--- src/rtl/adc_seq_pkg.sv ---
`timescale 1ns/1ps
package adc_seq_pkg;

    typedef enum logic [1:0] {
        ST_IDLE  = 2'd0,
        ST_START = 2'd1,
        ST_WAIT  = 2'd2
    } seq_state_e;

    localparam logic [1:0] ADDR_CTRL = 2'd0;
    localparam logic [1:0] ADDR_HI   = 2'd1;
    localparam logic [1:0] ADDR_LO   = 2'd2;

endpackage

--- src/rtl/adc_seq_csr.sv ---
`timescale 1ns/1ps
module adc_seq_csr #(
    parameter int CHAN_W = 5
) (
    input  logic              clk,
    input  logic              rst_n,
    input  logic              wr_en,
    input  logic              wr_aien,
    input  logic              wr_cont,
    input  logic [CHAN_W-1:0] wr_chan,
    input  logic              cmp_evt,
    input  logic              rd_lo,
    output logic              flag_o,
    output logic              aien_o,
    output logic              cont_o,
    output logic [CHAN_W-1:0] chan_o
);

    typedef struct packed {
        logic              flag;
        logic              aien;
        logic              cont;
        logic [CHAN_W-1:0] chan;
    } csr_t;

    localparam csr_t CSR_RST = '{flag: 1'b0, aien: 1'b0, cont: 1'b0, chan: '1};

    csr_t csr_d, csr_q;

    always_comb begin
        csr_d = csr_q;
        if (wr_en) begin
            csr_d.flag = 1'b0;
            csr_d.aien = wr_aien;
            csr_d.cont = wr_cont;
            csr_d.chan = wr_chan;
        end else if (cmp_evt) begin
            csr_d.flag = 1'b1;
        end else if (rd_lo) begin
            csr_d.flag = 1'b0;
        end
    end

    always_ff @(posedge clk or negedge rst_n) begin
        if (!rst_n) csr_q <= CSR_RST;
        else        csr_q <= csr_d;
    end

    assign flag_o = csr_q.flag;
    assign aien_o = csr_q.aien;
    assign cont_o = csr_q.cont;
    assign chan_o = csr_q.chan;

endmodule

--- src/rtl/adc_seq_fsm.sv ---
`timescale 1ns/1ps
module adc_seq_fsm
    import adc_seq_pkg::*;
#(
    parameter int CHAN_W = 5
) (
    input  logic              clk,
    input  logic              rst_n,
    input  logic              wr_en,
    input  logic [CHAN_W-1:0] wr_chan,
    input  logic              cont,
    input  logic              done,
    output logic              start_o,
    output logic              evt_o
);

    localparam logic [CHAN_W-1:0] OFF_CODE = '1;

    typedef struct packed {
        seq_state_e state;
    } fsm_t;

    fsm_t fsm_d, fsm_q;
    logic evt_d;

    always_comb begin
        fsm_d = fsm_q;
        evt_d = 1'b0;
        if (wr_en) begin
            fsm_d.state = (wr_chan == OFF_CODE) ? ST_IDLE : ST_START;
        end else begin
            case (fsm_q.state)
                ST_START: fsm_d.state = ST_WAIT;
                ST_WAIT: begin
                    if (done) begin
                        evt_d       = 1'b1;
                        fsm_d.state = cont ? ST_START : ST_IDLE;
                    end
                end
                default: fsm_d.state = ST_IDLE;
            endcase
        end
    end

    always_ff @(posedge clk or negedge rst_n) begin
        if (!rst_n) fsm_q <= '{state: ST_IDLE};
        else        fsm_q <= fsm_d;
    end

    assign start_o = (fsm_q.state == ST_START);
    assign evt_o   = evt_d;

endmodule

--- src/rtl/adc_seq_result.sv ---
`timescale 1ns/1ps
module adc_seq_result #(
    parameter int CHAN_W   = 5,
    parameter int RES_W    = 10,
    parameter int LO_W     = 8,
    parameter int GND_CODE = 8,
    localparam int HI_W    = RES_W - LO_W
) (
    input  logic              clk,
    input  logic              rst_n,
    input  logic              cmp_evt,
    input  logic [RES_W-1:0]  data,
    input  logic [CHAN_W-1:0] chan,
    input  logic              rd_lo,
    output logic [LO_W-1:0]   lo_o,
    output logic [HI_W-1:0]   hi_o
);

    localparam logic [CHAN_W-1:0] GND = CHAN_W'(GND_CODE);

    typedef struct packed {
        logic [RES_W-1:0] res;
        logic [HI_W-1:0]  hi_lat;
    } res_t;

    res_t res_d, res_q;

    always_comb begin
        res_d = res_q;
        if (rd_lo) res_d.hi_lat = res_q.res[RES_W-1:LO_W];
        if (cmp_evt) res_d.res = (chan == GND) ? '0 : data;
    end

    always_ff @(posedge clk or negedge rst_n) begin
        if (!rst_n) res_q <= '0;
        else        res_q <= res_d;
    end

    assign lo_o = res_q.res[LO_W-1:0];
    assign hi_o = res_q.hi_lat;

endmodule

--- src/rtl/adc_seq_ctrl.sv ---
`timescale 1ns/1ps
module adc_seq_ctrl
    import adc_seq_pkg::*;
#(
    parameter int CHAN_W   = 5,
    parameter int RES_W    = 10,
    parameter int GND_CODE = 8,
    localparam int REG_W   = CHAN_W + 3,
    localparam int HI_W    = RES_W - REG_W
) (
    input  logic              clk,
    input  logic              rst_n,
    input  logic              bus_sel,
    input  logic              bus_wr,
    input  logic [1:0]        bus_addr,
    input  logic [REG_W-1:0]  bus_wdata,
    output logic [REG_W-1:0]  bus_rdata,
    output logic              irq,
    output logic              conv_start,
    output logic [CHAN_W-1:0] conv_chan,
    input  logic              conv_done,
    input  logic [RES_W-1:0]  conv_data
);

    logic              wr_ctrl, rd_lo;
    logic              flag_w, aien_w, cont_w, cmp_evt_w;
    logic [CHAN_W-1:0] chan_w;
    logic [REG_W-1:0]  res_lo_w;
    logic [HI_W-1:0]   res_hi_w;
    logic              unused_flag_bit;

    assign wr_ctrl         = bus_sel & bus_wr & (bus_addr == ADDR_CTRL);
    assign rd_lo           = bus_sel & ~bus_wr & (bus_addr == ADDR_LO);
    assign unused_flag_bit = bus_wdata[REG_W-1];

    adc_seq_csr #(.CHAN_W(CHAN_W)) csr_i (
        .clk     (clk),
        .rst_n   (rst_n),
        .wr_en   (wr_ctrl),
        .wr_aien (bus_wdata[CHAN_W+1]),
        .wr_cont (bus_wdata[CHAN_W]),
        .wr_chan (bus_wdata[CHAN_W-1:0]),
        .cmp_evt (cmp_evt_w),
        .rd_lo   (rd_lo),
        .flag_o  (flag_w),
        .aien_o  (aien_w),
        .cont_o  (cont_w),
        .chan_o  (chan_w)
    );

    adc_seq_fsm #(.CHAN_W(CHAN_W)) fsm_i (
        .clk     (clk),
        .rst_n   (rst_n),
        .wr_en   (wr_ctrl),
        .wr_chan (bus_wdata[CHAN_W-1:0]),
        .cont    (cont_w),
        .done    (conv_done),
        .start_o (conv_start),
        .evt_o   (cmp_evt_w)
    );

    adc_seq_result #(
        .CHAN_W   (CHAN_W),
        .RES_W    (RES_W),
        .LO_W     (REG_W),
        .GND_CODE (GND_CODE)
    ) res_i (
        .clk     (clk),
        .rst_n   (rst_n),
        .cmp_evt (cmp_evt_w),
        .data    (conv_data),
        .chan    (chan_w),
        .rd_lo   (rd_lo),
        .lo_o    (res_lo_w),
        .hi_o    (res_hi_w)
    );

    always_comb begin
        case (bus_addr)
            ADDR_CTRL: bus_rdata = {flag_w, aien_w, cont_w, chan_w};
            ADDR_HI:   bus_rdata = {{(REG_W-HI_W){1'b0}}, res_hi_w};
            ADDR_LO:   bus_rdata = res_lo_w;
            default:   bus_rdata = '0;
        endcase
    end

    assign irq       = flag_w & aien_w;
    assign conv_chan = chan_w;

endmodule

--- config.mk ---
export PLATFORM = sky130hd
export DESIGN_NAME = adc_seq_ctrl
export DESIGN_NICKNAME = d
export VERILOG_FILES = /design/src/rtl/adc_seq_pkg.sv /design/src/rtl/adc_seq_csr.sv /design/src/rtl/adc_seq_fsm.sv /design/src/rtl/adc_seq_result.sv /design/src/rtl/adc_seq_ctrl.sv
export SDC_FILE = /design/constraint.sdc
export NUM_CORES = 1
export LEC_CHECK = 0
export ABC_AREA = 1
export BUFFER_PORTS_ARGS = -buffer_cell sky130_fd_sc_hd__buf_2
export CAP_MARGIN = 30
export CORE_UTILIZATION = 25
export CTS_CLUSTER_DIAMETER = 40
export DETAILED_ROUTE_END_ITERATION = 6
export GPL_TIMING_DRIVEN = 0
export SYNTH_ARGS = -nofsm -noshare
export SYNTH_HDL_FRONTEND = slang
export SYNTH_SLANG_ARGS = --single-unit
--- constraint.sdc ---
create_clock -name clk -period 3.4 [get_ports clk]
set_input_delay 0.68 -clock clk [delete_from_list [all_inputs] [get_ports clk]]
set_output_delay 0.68 -clock clk [all_outputs]
set_load 0.01 [all_outputs]
==> flow_metrics.py <==
metrics = {
    "floorplanning": {
        "die_width_um": 67.6,
        "die_area_um2": 4570,
        "initial_utilization": 0.265,
        "rows": 23,
        "core_um2": 4060,
        "io_pins": 40,
        "die_h_um": 67.6,
    },
    "yosys": {
        "ys_ff_latch": 22,
        "syn-instance-count": 134,
        "synth_area_um2": 1080,
        "syn_avg_cell_area_um2": 8.03,
        "seq_area_frac_synth": 0.517,
        "synth_cell_type_count": 18,
        "ys_warn_count": 0,
        "synth.area.top_cells": "dfrtp_1, nand2_1, dfstp_2, nand3_1, nor2_4",
        "synth_top_area_cell": "dfrtp_1",
        "syn_nets": 159,
        "yosys.area.top_type_share": 0.395,
    },
    "critical_path": {
        "critical_path_class": "in -> out",
        "cp_slowest_stage_delay_ns": 0.23,
        "crit_chain": "buf_2 -> nor2_4 -> nand2_1 -> o21ai_0 -> buf_2",
        "rrSetupSlack_ns": 2.03,
        "crit_fanout": 9,
        "worst_path_max_delay_cell": "nor2_4",
        "startpoint_type": "input port",
        "cp_top_family": "buffers and inverters",
        "cp.arrival_ns": 1.41,
        "required_ns": 2.72,
        "cp-end-kind": "output pin",
        "cp_num_buf_inv": 2,
        "cpMostUsedCell": "buf_2",
    },
    "routing": {
        "wirelength_um": 2650,
        "antenna_left": 0,
        "routed_via_density": 4.29,
        "drtIter0Drc": 49,
        "drcViolationCount": 0,
        "vias": 970,
        "drtPass1Iterations": 4,
        "wl_per_cell_um": 11.7,
    },
    "clocking": {
        "insertion_delay_ns": 0.26,
        "cts_tree": "built",
        "cts_root_buffer": "clkbuf_8",
        "postCtsSetupRepairBufs": 0,
        "cts_buffers": 3,
        "cts_htree_levels": 1,
        "cts.path.max_buffers": 2,
        "ctsResizeCount": 0,
        "cts_sinks": 22,
        "cts_hold_buf": 0,
        "path_clk_slew_ns": 0.08,
    },
    "hold_path": {
        "hold_class": "in -> async",
    },
    "power": {
        "power_leakage_nw": 0.742,
        "pwr-share-comb": 0.284,
        "clock_power_share": 0.200,
        "power_density_nw_per_um2": 586,
        "switching_share": 0.328,
        "power_frac_seq": 0.515,
        "switchingPower_mw": 0.264,
        "finalPower_mw": 0.805,
        "ir_drop_mv": 0.134,
        "p_int_mw": 0.541,
    },
    "grt": {
        "use_met2": 0.224,
        "top_usage_layer": "met2",
        "grt_max_degree": 23,
        "grtUsageMet3": 0.0270,
        "grt_pass1_wl_um": 4420,
        "met1_usage": 0.167,
        "antenna_found_initial": 0,
        "grt_overflow": 0,
        "grt_pass1_vias": 987,
        "grtUsageTotal": 0.133,
    },
    "timing": {
        "final_max_slew_viol_count": 0,
        "timing.final.crit_period_ns": 2.09,
        "worst_pin_slew_ns": 0.485,
        "timing.fmax_ghz": 0.480,
        "hold_slack_ns": 0.376,
        "finalSetupTns_ns": 0,
        "period_share": 0.613,
        "fin_skew_ns": 0.00680,
        "relSlewSlack": 0.676,
        "hold_viol_final": 0,
        "rsz0062_at_grt": "false",
        "finalSetupViolCount": 0,
    },
    "place": {
        "gp_congestion": 0.738,
        "hpwl_um": 2050,
        "port_buffers": 38,
    },
    "finish": {
        "final_nets": 202,
        "layout-drive-gt1-share": 0.318,
        "antenna_cells": 0,
        "syn2layout_area_growth_pct": 27.7,
    },
    "flow_run": {
        "max_cap_viol_count": 0,
    },
    "run_status": {
        "status": "complete, no violations",
    },
}
-- synth_stat cells --
cell,instances
nand3_1,17
buf_4,1
nand4_1,1
nor2_4,4
nand3_2,1
nand2_2,1
nand3b_1,1
dfstp_2,5
o21ai_0,5
nor2_1,4
a21oi_1,2
buf_2,1
inv_1,11
a22o_1,3
nand2_1,55
o21ai_1,3
dfrtp_1,17
inv_2,2
-- cells by family (layout without fill, tap and decap cells) --
| logic type | after synthesis | after routing | synth area share |
|---|---|---|---|
| and+or+nand+nor | 84 | 84 | 0.355 |
| DFF | 22 | 22 | 0.517 |
| buffers and inverters | 15 | 57 | 0.0570 |
| AOI/OAI and AO/OA | 13 | 13 | 0.0709 |
-- flip-flops by register name, indices dropped and copies added (netlist names) --
register / flops
csr_i.chan_o: 5
csr_i.aien_o: 1
csr_i.cont_o: 1
res_i.hi_o: 2
res_i.res_q: 2
fsm_i.fsm_q: 2
res_i.lo_o: 8
csr_i.flag_o: 1
-- per-stage QoR --
stage / setup WS [ns] / utilization / area, um2 / std cells
after floorplan: 1.59 / - / 1080 / 134
after global placement: 1.29 / 0.327 / 1330 / 222
after detailed placement: 1.30 / 0.327 / 1330 / 222
after CTS: 1.30 / 0.339 / 1370 / 226
after global routing: 1.23 / 0.339 / 1370 / 226
final: 1.31 / 0.339 / 1370 / 226
-- layer usage --
| layer | up-vias | share of wire | wire, um |
|---|---|---|---|
| met5 | - | 0 | 0 |
| met4 | 0 | 0.0072 | 19 |
| met3 | 2 | 0.046 | 123 |
| met2 | 19 | 0.48 | 1270 |
| met1 | 437 | 0.47 | 1230 |
| li1 | 512 | - | - |
-- layout make-up --
type                       count  area [um2]
fill                         451        2680
inverter                      13        48.8
tap                           50        62.6
sequential                    22         557
buffer                         2        12.5
timing repair buffer          38         190
multi-input combinational     97         458
clock buffer                   4        45.0
-- placed cells by master, fill, tap and decap left out --
cell type	instances
nor2_1	4
nand3_1	17
inv_1	11
nand3b_1	1
clkbuf_1	1
nand3_2	1
nand2_1	55
o21ai_0	5
buf_4	1
dfstp_2	5
inv_2	2
dfrtp_1	17
clkbuf_8	3
a22o_1	3
nand2_2	1
nand4_1	1
o21ai_1	3
nor2_4	4
buf_2	39
a21oi_1	2
-- worst register-to-register path, stage by stage, from the launching register on --
cell and delay [ns]:
dfstp_2 0.57, nand4_1 0.40, nand3_1 0.23, nand2_1 0.07
-- power by group through the flow --
stage	sequential, mW	combinational, mW	clock (mW)
2_1_floorplan	0.410	0.144	0
3_3_place_gp	0.416	0.227	0
3_5_place_dp	0.421	0.233	0
4_1_cts	0.416	0.234	0.169
5_1_grt	0.430	0.272	0.180
6_report	0.415	0.229	0.161
-- final timing paths --
check | startpoint | end | depth (start not counted)
setup / recovery | bus_addr[0] | bus_rdata[5] | 5
max in group asynchronous | rst_n | csr_i.chan_o[3] | 1
setup reg to reg | csr_i.chan_o[3] | res_i.lo_o[3] | 3
min in group clk | res_i.lo_o[6] | res_i.lo_o[6] | 2
hold / removal | rst_n | res_i.hi_o[1] | 1
hold reg to reg | res_i.lo_o[6] | res_i.lo_o[6] | 2
Note: power is estimated with default switching activity, not from simulation.
